[config.mk]
export PLATFORM = sky130hd
export DESIGN_NAME = owm_slot_engine
export DESIGN_NICKNAME = d
export VERILOG_FILES = /design/src/rtl/owm_pkg.sv /design/src/rtl/owm_slot_dp.sv /design/src/rtl/owm_slot_ctrl.sv /design/src/rtl/owm_slot_engine.sv
export SDC_FILE = /design/constraint.sdc
export NUM_CORES = 1
export LEC_CHECK = 0
export BUFFER_PORTS_ARGS = -buffer_cell sky130_fd_sc_hd__buf_2
export CAP_MARGIN = 20
export CORE_MARGIN = 2
export CORE_UTILIZATION = 54
export CTS_CLUSTER_SIZE = 40
export DETAILED_ROUTE_END_ITERATION = 16
export PLACE_DENSITY_LB_ADDON = 0.08
export SYNTH_ARGS = -nofsm -noshare
export SYNTH_HDL_FRONTEND = slang
export SYNTH_SLANG_ARGS = --single-unit
[constraint.sdc]
create_clock -name clk -period 2.05 [get_ports clk]
set_clock_uncertainty 0.15 [all_clocks]
set_input_delay 0.1025 -clock clk [delete_from_list [all_inputs] [get_ports clk]]
set_output_delay 0.1025 -clock clk [all_outputs]
set_load 0.02 [all_outputs]
[src/rtl/owm_pkg.sv]
package owm_pkg;

  typedef enum logic [1:0] {
    OP_RESET  = 2'b00,
    OP_WRITE1 = 2'b01,
    OP_WRITE0 = 2'b10,
    OP_READ   = 2'b11
  } owmOp_e;

  // strobes from control to datapath
  typedef struct packed {
    logic   clrCnt;
    logic   incCnt;
    logic   capPres;
    logic   capBit;
    owmOp_e op;
  } ctrlStb_t;

  // threshold hits from datapath to control, each qualified by the tick
  typedef struct packed {
    logic hitLow;
    logic hitSample;
    logic hitEnd;
  } dpFlag_t;

endpackage

[src/rtl/owm_slot_dp.sv]
module owm_slot_dp
  import owm_pkg::*;
#(
  parameter int RST_LOW_US     = 500,
  parameter int RST_HIGH_US    = 500,
  parameter int PRES_SAMPLE_US = 70,
  parameter int BIT1_LOW_US    = 6,
  parameter int BIT0_LOW_US    = 64,
  parameter int READ_SAMPLE_US = 13,
  parameter int SLOT_US        = 70
) (
  input  logic     clk,
  input  logic     rstN,
  input  logic     tickUs,
  input  logic     lineIn,
  input  ctrlStb_t stb,
  output dpFlag_t  flags,
  output logic     presenceFlag,
  output logic     readBit
);

  localparam int RST_TOTAL  = RST_LOW_US + RST_HIGH_US;
  localparam int RST_SAMPLE = RST_LOW_US + PRES_SAMPLE_US;
  localparam int MAX_CNT    = (RST_TOTAL > SLOT_US) ? RST_TOTAL : SLOT_US;
  localparam int CW         = $clog2(MAX_CNT + 1);

  logic [CW-1:0] elapsedUs;
  logic [CW-1:0] nextUs;
  logic [CW-1:0] lowLen;
  logic [CW-1:0] sampleAt;
  logic [CW-1:0] endAt;
  logic          stepNow;

  assign nextUs  = elapsedUs + CW'(1);
  assign stepNow = tickUs && stb.incCnt;

  always_comb begin
    unique case (stb.op)
      OP_RESET: begin
        lowLen   = CW'(RST_LOW_US);
        sampleAt = CW'(RST_SAMPLE);
        endAt    = CW'(RST_TOTAL);
      end
      OP_WRITE1: begin
        lowLen   = CW'(BIT1_LOW_US);
        sampleAt = CW'(READ_SAMPLE_US);
        endAt    = CW'(SLOT_US);
      end
      OP_WRITE0: begin
        lowLen   = CW'(BIT0_LOW_US);
        sampleAt = CW'(READ_SAMPLE_US);
        endAt    = CW'(SLOT_US);
      end
      default: begin
        lowLen   = CW'(BIT1_LOW_US);
        sampleAt = CW'(READ_SAMPLE_US);
        endAt    = CW'(SLOT_US);
      end
    endcase
  end

  assign flags.hitLow    = stepNow && (nextUs == lowLen);
  assign flags.hitSample = stepNow && (nextUs == sampleAt);
  assign flags.hitEnd    = stepNow && (nextUs == endAt);

  always_ff @(posedge clk) begin
    if (!rstN) begin
      elapsedUs <= '0;
    end else if (stb.clrCnt) begin
      elapsedUs <= '0;
    end else if (stepNow) begin
      elapsedUs <= nextUs;
    end
  end

  always_ff @(posedge clk) begin
    if (!rstN) begin
      presenceFlag <= 1'b0;
      readBit      <= 1'b0;
    end else begin
      if (stb.capPres) presenceFlag <= !lineIn;
      if (stb.capBit)  readBit      <= lineIn;
    end
  end

endmodule

[src/rtl/owm_slot_ctrl.sv]
module owm_slot_ctrl
  import owm_pkg::*;
(
  input  logic       clk,
  input  logic       rstN,
  input  logic       startReq,
  input  logic [1:0] opCode,
  input  dpFlag_t    flags,
  output ctrlStb_t   stb,
  output logic       driveLow,
  output logic       busy,
  output logic       doneStb
);

  typedef enum logic [1:0] {
    ST_IDLE  = 2'b00,
    ST_PULL  = 2'b01,
    ST_FLOAT = 2'b10
  } slotState_e;

  slotState_e state;
  owmOp_e     curOp;

  always_ff @(posedge clk) begin
    if (!rstN) begin
      state   <= ST_IDLE;
      curOp   <= OP_RESET;
      doneStb <= 1'b0;
    end else begin
      doneStb <= 1'b0;
      unique case (state)
        ST_IDLE: begin
          if (startReq) begin
            curOp <= owmOp_e'(opCode);
            state <= ST_PULL;
          end
        end
        ST_PULL: begin
          if (flags.hitLow) state <= ST_FLOAT;
        end
        ST_FLOAT: begin
          if (flags.hitEnd) begin
            state   <= ST_IDLE;
            doneStb <= 1'b1;
          end
        end
        default: state <= ST_IDLE;
      endcase
    end
  end

  assign driveLow    = (state == ST_PULL);
  assign busy        = (state != ST_IDLE);

  assign stb.clrCnt  = (state == ST_IDLE);
  assign stb.incCnt  = (state != ST_IDLE);
  assign stb.capPres = (state == ST_FLOAT) && (curOp == OP_RESET) && flags.hitSample;
  assign stb.capBit  = (state == ST_FLOAT) && (curOp == OP_READ) && flags.hitSample;
  assign stb.op      = curOp;

endmodule

[src/rtl/owm_slot_engine.sv]
module owm_slot_engine
  import owm_pkg::*;
#(
  parameter int RST_LOW_US     = 500,
  parameter int RST_HIGH_US    = 500,
  parameter int PRES_SAMPLE_US = 70,
  parameter int BIT1_LOW_US    = 6,
  parameter int BIT0_LOW_US    = 64,
  parameter int READ_SAMPLE_US = 13,
  parameter int SLOT_US        = 70
) (
  input  logic       clk,
  input  logic       rstN,
  input  logic       tickUs,
  input  logic       startReq,
  input  logic [1:0] opCode,
  input  logic       lineIn,
  output logic       driveLow,
  output logic       busy,
  output logic       doneStb,
  output logic       presenceFlag,
  output logic       readBit
);

  ctrlStb_t stb;
  dpFlag_t  flags;

  owm_slot_ctrl ctrl_i (
    .clk      (clk),
    .rstN     (rstN),
    .startReq (startReq),
    .opCode   (opCode),
    .flags    (flags),
    .stb      (stb),
    .driveLow (driveLow),
    .busy     (busy),
    .doneStb  (doneStb)
  );

  owm_slot_dp #(
    .RST_LOW_US     (RST_LOW_US),
    .RST_HIGH_US    (RST_HIGH_US),
    .PRES_SAMPLE_US (PRES_SAMPLE_US),
    .BIT1_LOW_US    (BIT1_LOW_US),
    .BIT0_LOW_US    (BIT0_LOW_US),
    .READ_SAMPLE_US (READ_SAMPLE_US),
    .SLOT_US        (SLOT_US)
  ) dp_i (
    .clk          (clk),
    .rstN         (rstN),
    .tickUs       (tickUs),
    .lineIn       (lineIn),
    .stb          (stb),
    .flags        (flags),
    .presenceFlag (presenceFlag),
    .readBit      (readBit)
  );

endmodule

After elaboration in Yosys (flattened, before gate mapping)
Cells that the tools add are included.
{ "word_totals": {"ff_bits": 17, "inputBits": 7} }
{ "op_classes": {"n_reduce_logical": 16, "eq_ne": 10, "muxes": 8, "n_bitwise": 1, "add_sub_neg": 1} }
{ "ops": {"columns": ["operator", "count"], "rows": [
  ["10-bit == test", 2],
  ["10-bit 2-to-1 mux", 2],
  ["9-bit case mux with 2 select lines", 1],
  ["10-bit by 1-bit adder with 10-bit output (second input constant)", 1],
  ["10-bit by 9-bit == test with 1-bit output", 1],
  ["1-bit logical AND", 8],
  ["2-bit == test (second input constant)", 3],
  ["2-bit 2-to-1 mux", 3],
  ["2-bit case mux with 3 select lines", 1],
  ["2-bit zero test", 2],
  ["2-bit by 1-bit inequality test with 1-bit output (second input constant)", 2],
  ["2-bit AND reduction", 2],
  ["3-bit AND reduction", 1],
  ["2-bit by 1-bit == test with 1-bit output (second input constant)", 1],
  ["2-bit inequality test (second input constant)", 1],
  ["2-bit nonzero test", 1],
  ["2-bit OR reduction", 1],
  ["1-bit zero test", 1],
  ["1-bit 2-to-1 mux", 1],
  ["1-bit inverter", 1]
]} }

Logic depth before layout (Yosys ltp)
Gate-level depths: netlist of the first run.
{ "logic_depth": {"ltp_word": 6, "depth_mapped": 9, "ltp_nobuf": 7} }

Cells and area by module
Synthesis of the first run repeated with hierarchy kept, for this count alone.
{ "unflattened": {"cells_unflattened": 166, "hier_area_um2": 1296.2} }
{ "by_module_without_submodules": {"columns": ["module", "cells_per_inst", "n_inst", "area_per_inst_um2", "seq_area_each_um2"], "rows": [
  ["owm_slot_dp", 138, 1, 1047.3, 240.2],
  ["owm_slot_ctrl", 28, 1, 249.0, 100.1]
]} }

Least setup slack after synthesis of the first run
Ideal clock, no wire load.
{ "synth_timing": {"kind": "register to register", "startpoint": "register dp_i.elapsedUs[1]", "endpoint": "register ctrl_i.doneStb", "stages_incl_launch_ff": 9, "required_time_ps": 1797, "t_arrival_ps": 1943, "path_slack_ps": -147, "setup_ps": 103, "path_cell_list": "dfxtp_1 > ha_1 > buf_4 > nand4_2 > or3_1 > nand2_2 > nand3_1 > or3_1 > a2111oi_2"} }
{ "synth_via": {"elab_chain_cells": 4} }
{ "synth_rtl": {"columns": ["item", "line", "rtl"], "rows": [
  ["start: declaration", "owm_slot_dp.sv:27", "logic [CW-1:0] elapsedUs;"],
  ["start signal: assignment", "owm_slot_dp.sv:72", "elapsedUs <= nextUs;"],
  ["10-bit by 1-bit adder with 10-bit output", "owm_slot_dp.sv:34", "assign nextUs = elapsedUs + CW'(1);"],
  ["10-bit == test", "owm_slot_dp.sv:64", "assign flags.hitEnd = stepNow && (nextUs == endAt);"],
  ["1-bit logical AND", "owm_slot_dp.sv:64", null],
  ["1-bit 2-to-1 mux", "owm_slot_ctrl.sv:42", "if (flags.hitEnd) begin"],
  ["end signal: assignment", "owm_slot_ctrl.sv:28", "doneStb <= 1'b0;"],
  ["end signal: assignment", "owm_slot_ctrl.sv:30", "doneStb <= 1'b0;"],
  ["end signal: assignment", "owm_slot_ctrl.sv:44", "doneStb <= 1'b1;"],
  ["end: declaration", "owm_slot_ctrl.sv:12", "output logic doneStb"]
]} }
No other way between the ends.
A chain may end at the register's enable or synchronous reset.

Worst setup path in the final report of the first run
{ "layout_timing": {"startpoint": "register dp_i.elapsedUs[0]", "endpoint": "register ctrl_i.doneStb"} }
Same word-level chain as after synthesis.

==> results of run 1 <==
[cells by family after synthesis]
logic type | synth area share (%)
buf+inv | 8.39
mux | 4.07
compound gates | 18.2
xor+xnor | 10.9
flops | 22.6
fa+ha+maj | 0.831
simple gates | 35.0
[synth_stat cells, types with 5 or more instances]
master | n | area, sq um
nand2_1 | 20 | 75.1
dfxtp_1 | 17 | 340
nor2_1 | 17 | 63.8
nand3_1 | 14 | 70.1
nor3_1 | 9 | 45.0
nand4_1 | 8 | 50.1
xor2_1 | 8 | 70.1
clkbuf_1 | 7 | 26.3
o21ai_0 | 7 | 35.0
xnor2_1 | 7 | 61.3
a21oi_1 | 6 | 30.0
inv_1 | 6 | 22.5
buf_2 | 5 | 25.0
mux2i_1 | 5 | 50.1
[critical path, delay by kind of cell (launching register included)]
family | cells | cell delay [ns]
compound gates | 2 | 0.53
xor+xnor | 1 | 0.23
fa+ha+maj | 1 | 0.20
buf+inv | 1 | 0.13
flops | 1 | 0.36
simple gates | 3 | 0.61
[final cells by class]
| class | count | area (sq um) | share of cell area (%) |
|---|---|---|---|
| clock buffer | 3 | 22.5 | 0.998 |
| clock inverter | 1 | 7.51 | 0.333 |
| inverter | 6 | 22.5 | 0.998 |
| multi-input combinational | 159 | 1200 | 53.2 |
| sequential | 17 | 355 | 15.7 |
| tap | 31 | 38.8 | 1.72 |
| timing repair buffer | 81 | 611 | 27.1 |
[state kept, by name, summed over array words and instances (netlist names)]
name / count
dp_i.presenceFlag: 1
ctrl_i.doneStb: 1
dp_i.readBit: 1
ctrl_i.state: 2
ctrl_i.curOp: 2
dp_i.elapsedUs: 10
[layer usage]
layer | global-route usage, % | routed length [microns] | share of wire [%] | vias up
met1 | 40.3 | 2190 | 40 | 894
met4 | 15.6 | 219 | 4.0 | 0
met3 | 5.76 | 354 | 6.4 | 33
li1 | - | - | - | 860
met5 | 0 | 0 | 0 | -
met2 | 62.8 | 2740 | 50 | 99
[placed cells by master, fill, tap and decap left out, types with 2 or more instances in the layout]
master / netlist / routed
o211ai_1: 2 / 2
nand4_1: 8 / 8
a31oi_1: 2 / 2
or3_4: 0 / 2
xnor2_2: 2 / 3
nand3_1: 14 / 11
xnor2_1: 7 / 6
clkbuf_4: 0 / 3
o311ai_1: 3 / 2
buf_2: 5 / 11
nor2b_1: 2 / 2
and3_1: 3 / 2
mux2i_1: 5 / 5
and4_1: 3 / 2
or4_1: 2 / 2
nand3_2: 2 / 4
dlygate4sd3_1: 0 / 9
dfxtp_2: 0 / 3
a21boi_0: 4 / 4
buf_6: 3 / 2
a211oi_1: 3 / 3
o21ai_0: 7 / 6
nor3_1: 9 / 9
nor2_1: 17 / 15
nand2_1: 20 / 19
inv_1: 6 / 6
nor4_4: 0 / 2
a21oi_1: 6 / 6
and2_1: 3 / 3
dfxtp_1: 17 / 11
xor2_1: 8 / 7
nor2_2: 1 / 3
buf_4: 2 / 59
dfxtp_4: 0 / 3
[through the flow]
stage	area (sq um)	hold WS, ns	TNS (ns)	std cells	util [%]
2_1_floorplan	1550	0.0829	-0.0433	200	-
3_3_place_gp	1890	0.214	-0.396	272	69.8
3_5_place_dp	1890	0.221	-0.699	272	69.8
4_1_cts	2220	0.0987	-0.294	296	82.0
5_1_grt	2260	0.159	-1.28	298	83.3
6_report	2260	0.142	-0.819	298	83.3
[timing repair]
| item | 4_1_cts | 5_1_grt |
|---|---|---|
| setup buffers | 11 | 2 |
| resized for setup | 29 | 3 |
| endpoints found under the setup margin | 4 | 5 |
| hold endpoints to repair | 5 | 0 |
| hold buffers | 9 | 0 |
| pin swaps | 9 | 2 |
[worst max path at each step]
stage                            startpoint             end  slack (ns)  cells past startpoint
after CTS                 dp_i.elapsedUs[1]  ctrl_i.doneStb       -0.14                      7
after detailed placement  dp_i.elapsedUs[2]  ctrl_i.doneStb       -0.28                      6
after floorplan           dp_i.elapsedUs[1]  ctrl_i.doneStb       -0.04                      8
after global placement    dp_i.elapsedUs[0]  ctrl_i.doneStb       -0.16                      7
after global routing      dp_i.elapsedUs[0]  ctrl_i.doneStb       -0.32                      8
final                     dp_i.elapsedUs[0]  ctrl_i.doneStb       -0.26                      8
[power by group through the flow]
stage	clock network [mW]	registers (mW)	logic [mW]
after global placement	0	0.349	0.110
after floorplan	0	0.348	0.0696
after CTS	0.207	0.339	0.137
final	0.207	0.339	0.150
after global routing	0.218	0.339	0.159
after detailed placement	0	0.349	0.113
==> impl_metrics.py, run 1 <==
metrics = {
    "routing": {
        "ant_nets": 0,
        "drt_pass1_iterations": 6,
        "vias_per_cell": 6.33,
        "drt_wl_total_mm": 5.50,
        "drc": 0,
        "routedWlPerCell_microns": 18.5,
        "vias": 1886,
        "initialDrtViolationCount": 119,
    },
    "critical_path": {
        "cp_max_fo": 8,
        "path_class": "reg -> reg",
        "path_cells": "buf_4 > ha_4 > xnor2_2 > nand2_1 > o22ai_2 > nand3_2 > or3_4 > a2111oi_4",
        "worstReg2RegStart": "dp_i.elapsedUs[0]",
        "max_stage_delay_ns": 0.39,
        "cp-end-kind": "register",
        "worstPathArrival_ns": 2.38,
        "r2r_slack_ns": -0.26,
        "cp_slowest_cell": "or3_4",
        "cp_data_required_time_ns": 2.12,
        "rr_endpoint": "ctrl_i.doneStb",
        "startpoint_type": "register",
        "reg2reg_depth": 8,
    },
    "synth": {
        "syn_area_sq_um": 1510,
        "synthArstFlopShare_pct": 0,
        "avgSynthCellArea_sq_um": 7.53,
        "synth_ff_type": "dfxtp_1",
        "synth_edf_count": 0,
        "ys_ff_latch": 17,
        "synth_nets": 208,
        "yosysSeqAreaShare_pct": 22.6,
        "yosys_warnings": 0,
        "synth_cell_types": 53,
        "synthCells": 200,
    },
    "finish": {
        "drive_gt1_share_pct": 41.9,
        "nets": 276,
        "num_antenna_cells": 0,
        "fill_cells": 171,
        "area_delta_synth_final_pct": 50.0,
    },
    "power_and_ir_drop": {
        "p_leak_nw": 0.863,
        "powerDensity_nw_per_um2": 308,
        "p_seq_share_pct": 48.7,
        "p_comb_share_pct": 21.5,
        "power_mw": 0.696,
        "p_int_mw": 0.474,
        "p_sw_share_pct": 31.9,
        "pwr-share-clk_pct": 29.8,
        "p_sw_mw": 0.222,
        "ir_drop_uv": 411,
    },
    "floorplan": {
        "core-area_sq_um": 2710,
        "start_util_pct": 55.5,
        "die_width_microns": 56.8,
        "die-area_sq_um": 3230,
        "ioPinCount": 12,
        "die_h_microns": 56.8,
        "row_count": 19,
    },
    "sta": {
        "relSlewSlack_pct": 64.4,
        "rsz0062_at_grt": "true",
        "min_period_ns": 2.31,
        "max_freq_ghz": 0.433,
        "setup_ws_ns": -0.260,
        "period_share_pct": 113,
        "final-max-slew-violation-count": 0,
        "tightest_slew_ns": 0.527,
        "setup_viol": 5,
        "finalHoldViolations": 0,
    },
    "global_routing": {
        "grt_pass1_wl_mm": 8.65,
        "antenna_found_initial": 0,
        "grt_max_degree": 12,
        "first_global_vias": 1865,
        "grt.overflow.total": 0,
        "grt_usage_pct": 35.0,
    },
    "cts": {
        "numCtsBuffers": 3,
        "max-clock-path-buffers": 2,
        "cts-root-buf": "clkbuf_4",
        "path_clk_slew_ns": 0.13,
        "cts_sinks": 17,
        "cts_tree": "yes",
        "insertion_delay_ns": 0.32,
        "htreeDepth": 1,
    },
    "place": {
        "post-place-ws_ns": -0.276,
        "dp_hpwl_mm": 3.48,
        "portBuffers": 11,
        "place.gp.congestion": 0.920,
    },
    "flow_run": {
        "maxCapViolCount": 0,
    },
    "min_path": {
        "hp-class": "in -> reg",
        "min_path_cells": 4,
        "hold_path_end": "dp_i.elapsedUs[0]",
        "min-delay-start": "tickUs",
    },
    "outcome": {
        "violations": "setup timing",
        "status": "finished with violations",
    },
}
Note: power is estimated with default switching activity, not from simulation.
==> run 2, diff against run 1 <==
- RECOVER_POWER: unset -> 100
==> run 2 against run 1 <==
  * The flow still finishes with violations (setup timing)
  * Core utilization shrank 0.18 points
  * First-iteration DRC count did not move
  * Total power decreased by 0.20%
  * Critical path depth unchanged
  * Fmax rose by 0.55%
  * Critical endpoint unchanged
  * Clock power about the same
  * Via count fell by 0.21%
  * Sequential power about the same
  * Sequential cell count unchanged
==> impl_metrics.py, run 2 (synthesis gave the netlist of run 1 again) <==
metrics = {
    "outcome": {
        "status": "finished with violations",
        "violations": "setup timing",
    },
    "finish": {
        "final_common_cell": "buf_4",
        "drive_gt1_share_pct": 40.4,
        "multi_input_area_sq_um": 1200,
        "reg.largest.list": "dp_i.elapsedUs: 10 flops, ctrl_i.curOp: 2 flops, ctrl_i.state: 2 flops",
        "nets": 276,
        "area_delta_synth_final_pct": 49.6,
        "top_register": "dp_i.elapsedUs",
        "regArea_sq_um": 355,
        "fill_cells": 174,
        "num_antenna_cells": 0,
        "largest_reg_flops": 10,
        "layoutNonFillerInstCount": 298,
        "layout_common_cells": "buf_4, nand2_1, nor2_1",
    },
    "critical_path": {
        "startpoint_type": "register",
        "path_delay_family": "simple AND/OR/NAND/NOR gates",
        "startpoint": "dp_i.elapsedUs[0]",
        "r2r_slack_ns": -0.25,
        "path_cells": "buf_4 > ha_4 > xnor2_2 > nand2_1 > o22ai_2 > nand3_2 > or3_4 > a2111oi_4",
        "cp-end-kind": "register",
        "cp_data_required_time_ns": 2.12,
        "endpoint": "ctrl_i.doneStb",
        "path_class": "reg -> reg",
        "worstReg2RegStart": "dp_i.elapsedUs[0]",
        "reg2reg_depth": 8,
        "worstPathArrival_ns": 2.36,
        "cp_max_fo": 8,
        "path_depth": 8,
        "rr_endpoint": "ctrl_i.doneStb",
        "cp_slowest_cell": "or3_4",
        "timing.critical_path.buf_inv": 1,
        "max_stage_delay_ns": 0.39,
    },
    "cts": {
        "cts-root-buf": "clkbuf_4",
        "path_clk_slew_ns": 0.12,
        "htreeDepth": 1,
        "insertion_delay_ns": 0.31,
        "max-clock-path-buffers": 2,
        "cts_tree": "yes",
        "numCtsBuffers": 3,
        "cts_sinks": 17,
    },
    "sta": {
        "setup_ws_ns": -0.248,
        "tightest_slew_ns": 0.527,
        "min_period_ns": 2.30,
        "relSlewSlack_pct": 64.4,
        "rsz0062_at_grt": "true",
        "finalHoldViolations": 0,
        "max_freq_ghz": 0.435,
        "setup_viol": 5,
        "period_share_pct": 112,
        "tns_ns": -0.780,
        "final-max-slew-violation-count": 0,
    },
    "routing": {
        "vias_per_cell": 6.32,
        "drt_pass1_iterations": 4,
        "initialDrtViolationCount": 119,
        "drc": 0,
        "vias": 1882,
        "drt_wl_total_mm": 5.51,
        "ant_nets": 0,
        "routedWlPerCell_microns": 18.5,
    },
    "place": {
        "portBuffers": 11,
        "dp_hpwl_mm": 3.48,
        "dpl.cell_count": 272,
        "place.gp.congestion": 0.920,
    },
    "floorplan": {
        "core-area_sq_um": 2710,
        "ioPinCount": 12,
        "start_util_pct": 55.5,
        "die-area_sq_um": 3230,
        "die_width_microns": 56.8,
        "die_h_microns": 56.8,
        "row_count": 19,
    },
    "power_and_ir_drop": {
        "ir_drop_uv": 412,
        "p_leak_nw": 0.846,
        "powerDensity_nw_per_um2": 308,
    },
    "global_routing": {
        "grt_max_degree": 12,
        "antenna_found_initial": 0,
        "first_global_vias": 1865,
        "grt_usage_pct": 35.0,
        "grt_pass1_wl_mm": 8.65,
        "grt.overflow.total": 0,
    },
    "min_path": {
        "hp-class": "in -> reg",
    },
    "flow_run": {
        "maxCapViolCount": 0,
    },
}
run 2: repair_timing:
item                                   4_1_cts  5_1_grt
hold buffers                                 9        0
gates resized for setup                     29        3
endpoints found under the hold margin        5        0
setup endpoints to repair                    4        5
setup buffers                               11        2
pin swaps                                    9        2
run 2: how the worst min path moves through the flow:
stage,from,depth (start not counted),end,slack [ns]
floorplan,startReq,2,ctrl_i.state[0],0.08
global placement,opCode[0],3,ctrl_i.curOp[0],0.21
detailed placement,lineIn,3,dp_i.readBit,0.22
CTS,tickUs,4,dp_i.elapsedUs[0],0.1
global route,tickUs,4,dp_i.elapsedUs[0],0.16
finish,tickUs,4,dp_i.elapsedUs[0],0.14
run 2: stage by stage:
stage	power [mW]	instance area (sq um)	hold WS, ns	setup WS (ns)	utilization [%]
final	0.694	2250	0.144	-0.248	83.1
after detailed placement	0.463	1890	0.221	-0.276	69.8
after CTS	0.682	2220	0.0987	-0.135	82.0
after global routing	0.716	2250	0.159	-0.316	83.1
after floorplan	0.417	1550	0.0829	-0.0433	-
after global placement	0.459	1890	0.214	-0.163	69.8
run 2: routing by layer:
| metal | vias up | part of all wire, % | GRT usage (%) |
|---|---|---|---|
| met4 | 0 | 3.3 | 15.6 |
| met2 | 91 | 51 | 62.8 |
| met1 | 907 | 40 | 40.3 |
| met5 | - | 0 | 0 |
| met3 | 25 | 5.6 | 5.76 |
| li1 | 859 | - | - |
run 2: layout make-up:
class	count	area share [%]
clock inverter	1	0.333
inverter	6	1.00
multi-input combinational	159	53.3
sequential	17	15.8
timing repair buffer	81	26.9
tap	31	1.72
clock buffer	3	1.00
run 2: tightest hold or removal path, stage by stage:
cell     delay [ns]
buf_2          0.09
buf_4          0.19
xnor2_1        0.10
nor2_1         0.09
run 2: where the power goes:
part / switching (mW) / internal [mW] / total (mW)
registers: 0.00531 / 0.333 / 0.338
clock network: 0.132 / 0.0746 / 0.206
logic: 0.0840 / 0.0655 / 0.150
==> run 3, diff against run 2 <==
- CORE_MARGIN: 2 -> unset
==> run 3 against run 2 <==
  * The flow still finishes with violations (setup timing)
  * Critical path depth unchanged
  * Sequential power up 1%
  * Count of clock-buffer cells in the layout did not move
  * Worst hold slack improved by 0.021 ns
  * Combinational power up 5%
  * Non-clock buffer count fell by 8
  * Sequential share of layout area rose by 0.33 points
  * Critical endpoint is now dp_i.readBit
  * Highest routed layer unchanged
==> impl_metrics.py, run 3 (synthesis gave the netlist of run 1 again) <==
metrics = {
    "cts": {
        "cts-root-buf": "clkbuf_4",
        "path_clk_slew_ns": 0.13,
        "cts_tree": "yes",
        "cts_sinks": 17,
        "numCtsBuffers": 3,
        "htreeDepth": 1,
        "insertion_delay_ns": 0.33,
        "max-clock-path-buffers": 2,
    },
    "place": {
        "dpl.cell_count": 268,
        "placed_area_sq_um": 1870,
        "portBuffers": 11,
        "place.gp.congestion": 0.990,
        "dp_hpwl_mm": 3.40,
    },
    "critical_path": {
        "path_class": "reg -> reg",
        "worstPathArrival_ns": 2.35,
        "cp-end-kind": "register",
        "max_stage_delay_ns": 0.39,
        "cp_data_required_time_ns": 2.17,
        "cp_slowest_cell": "dfxtp_4",
        "cp_max_fo": 7,
        "startpoint_type": "register",
        "path_cells": "ha_4 > nand4_4 > buf_6 > o21ai_4 > and4bb_1 > nand3_2 > nor4_4 > mux2i_1",
    },
    "finish": {
        "postLayoutCellArea_sq_um": 2200,
        "nets": 268,
        "largest_reg_flops": 10,
        "reg.largest.list": "dp_i.elapsedUs: 10 flops, ctrl_i.curOp: 2 flops, ctrl_i.state: 2 flops",
        "fill_cells": 132,
        "layoutNonFillerInstCount": 289,
        "area_delta_synth_final_pct": 46.1,
        "drive_gt1_share_pct": 39.4,
        "num_antenna_cells": 0,
        "final_common_cell": "buf_4",
        "layout_common_cells": "buf_4, nand2_1, nor2_1",
        "top_register": "dp_i.elapsedUs",
    },
    "routing": {
        "vias_per_cell": 6.67,
        "drt_wl_total_mm": 5.88,
        "drc": 0,
        "routedWlPerCell_microns": 20.4,
        "ant_nets": 0,
        "vias": 1929,
        "initialDrtViolationCount": 144,
        "drt_pass1_iterations": 5,
    },
    "global_routing": {
        "grt.overflow.total": 0,
        "grt_pass1_wl_mm": 8.02,
        "first_global_vias": 1801,
        "grt_max_degree": 12,
        "antenna_found_initial": 0,
        "grt_usage_pct": 38.5,
    },
    "power_and_ir_drop": {
        "ir_drop_uv": 514,
        "p_leak_nw": 0.814,
        "powerDensity_nw_per_um2": 323,
    },
    "sta": {
        "rsz0062_at_grt": "true",
        "relSlewSlack_pct": 73.5,
        "min_period_ns": 2.23,
        "setup_ws_ns": -0.178,
        "finalHoldViolations": 0,
        "setup_viol": 5,
        "period_share_pct": 109,
        "final-max-slew-violation-count": 0,
        "tightest_slew_ns": 0.393,
        "max_freq_ghz": 0.449,
    },
    "outcome": {
        "violations": "setup timing",
        "status": "finished with violations",
    },
    "floorplan": {
        "die-area_sq_um": 3000,
        "ioPinCount": 12,
        "row_count": 18,
        "core-area_sq_um": 2540,
        "die_h_microns": 54.8,
        "start_util_pct": 59.1,
        "die_width_microns": 54.8,
    },
    "flow_run": {
        "maxCapViolCount": 0,
    },
    "min_path": {
        "hp-class": "in -> reg",
    },
}
## run 3: path summary, 6_finish.rpt
path / start / to / slack (ns) / cells after the start
setup / recovery: dp_i.elapsedUs[0] / dp_i.readBit / -0.18 / 8
hold / removal: tickUs / dp_i.elapsedUs[1] / 0.17 / 4
setup reg to reg: dp_i.elapsedUs[0] / dp_i.readBit / -0.18 / 8
hold reg to reg: dp_i.readBit / dp_i.readBit / 0.36 / 2
## run 3: layout make-up
cell class              count  area (sq um)  area share (%)
clock inverters             1          5.00           0.228
repair buffers             73           546            24.8
well taps                  30          37.5            1.71
multi-input cells         159          1210            55.1
inverters                   6          22.5            1.02
clock buffers               3          22.5            1.02
flip-flops and latches     17           354            16.1
## run 3: timing repair
action / 4_1_cts / 5_1_grt
hold buffers: 9 / 0
resized for setup: 17 / 19
pin swaps: 6 / 12
setup buffers: 7 / 2
setup endpoints to repair: 4 / 5
endpoints found under the hold margin: 6 / 0
## run 3: critical path, delay by kind of cell, from the launching register on
family                     cells  cell delay (ns)
AOI/OAI and AO/OA              1             0.15
adders and majority gates      1             0.21
buffers and inverters          1             0.16
DFF                            1             0.39
muxes                          1             0.23
and+or+nand+nor                4             0.88
## run 3: through the flow
stage	hold WS (ns)	util, %	setup TNS [ns]	setup WS (ns)	power [mW]
finish	0.165	86.4	-0.635	-0.178	0.710
detailed placement	0.226	73.4	-0.504	-0.207	0.458
global placement	0.213	73.4	-0.370	-0.203	0.454
global route	0.189	86.4	-1.04	-0.271	0.726
CTS	0.0945	82.4	-0.316	-0.103	0.673
floorplan	0.0829	-	-0.0433	-0.0433	0.417
## run 3: report_power, final
group          internal [mW]  leakage (nW)  switching, mW  total (mW)
clock                 0.0733        0.0177          0.136       0.210
combinational         0.0663         0.654         0.0903       0.157
sequential             0.334         0.142        0.00869       0.343
## run 3: layer usage
layer	vias to the layer above	track usage (%)	share of wire (%)
li1	844	-	-
met1	878	44.9	36
met2	163	63.5	48
met3	44	9.17	10
met4	0	21.8	5.8
met5	-	0	0
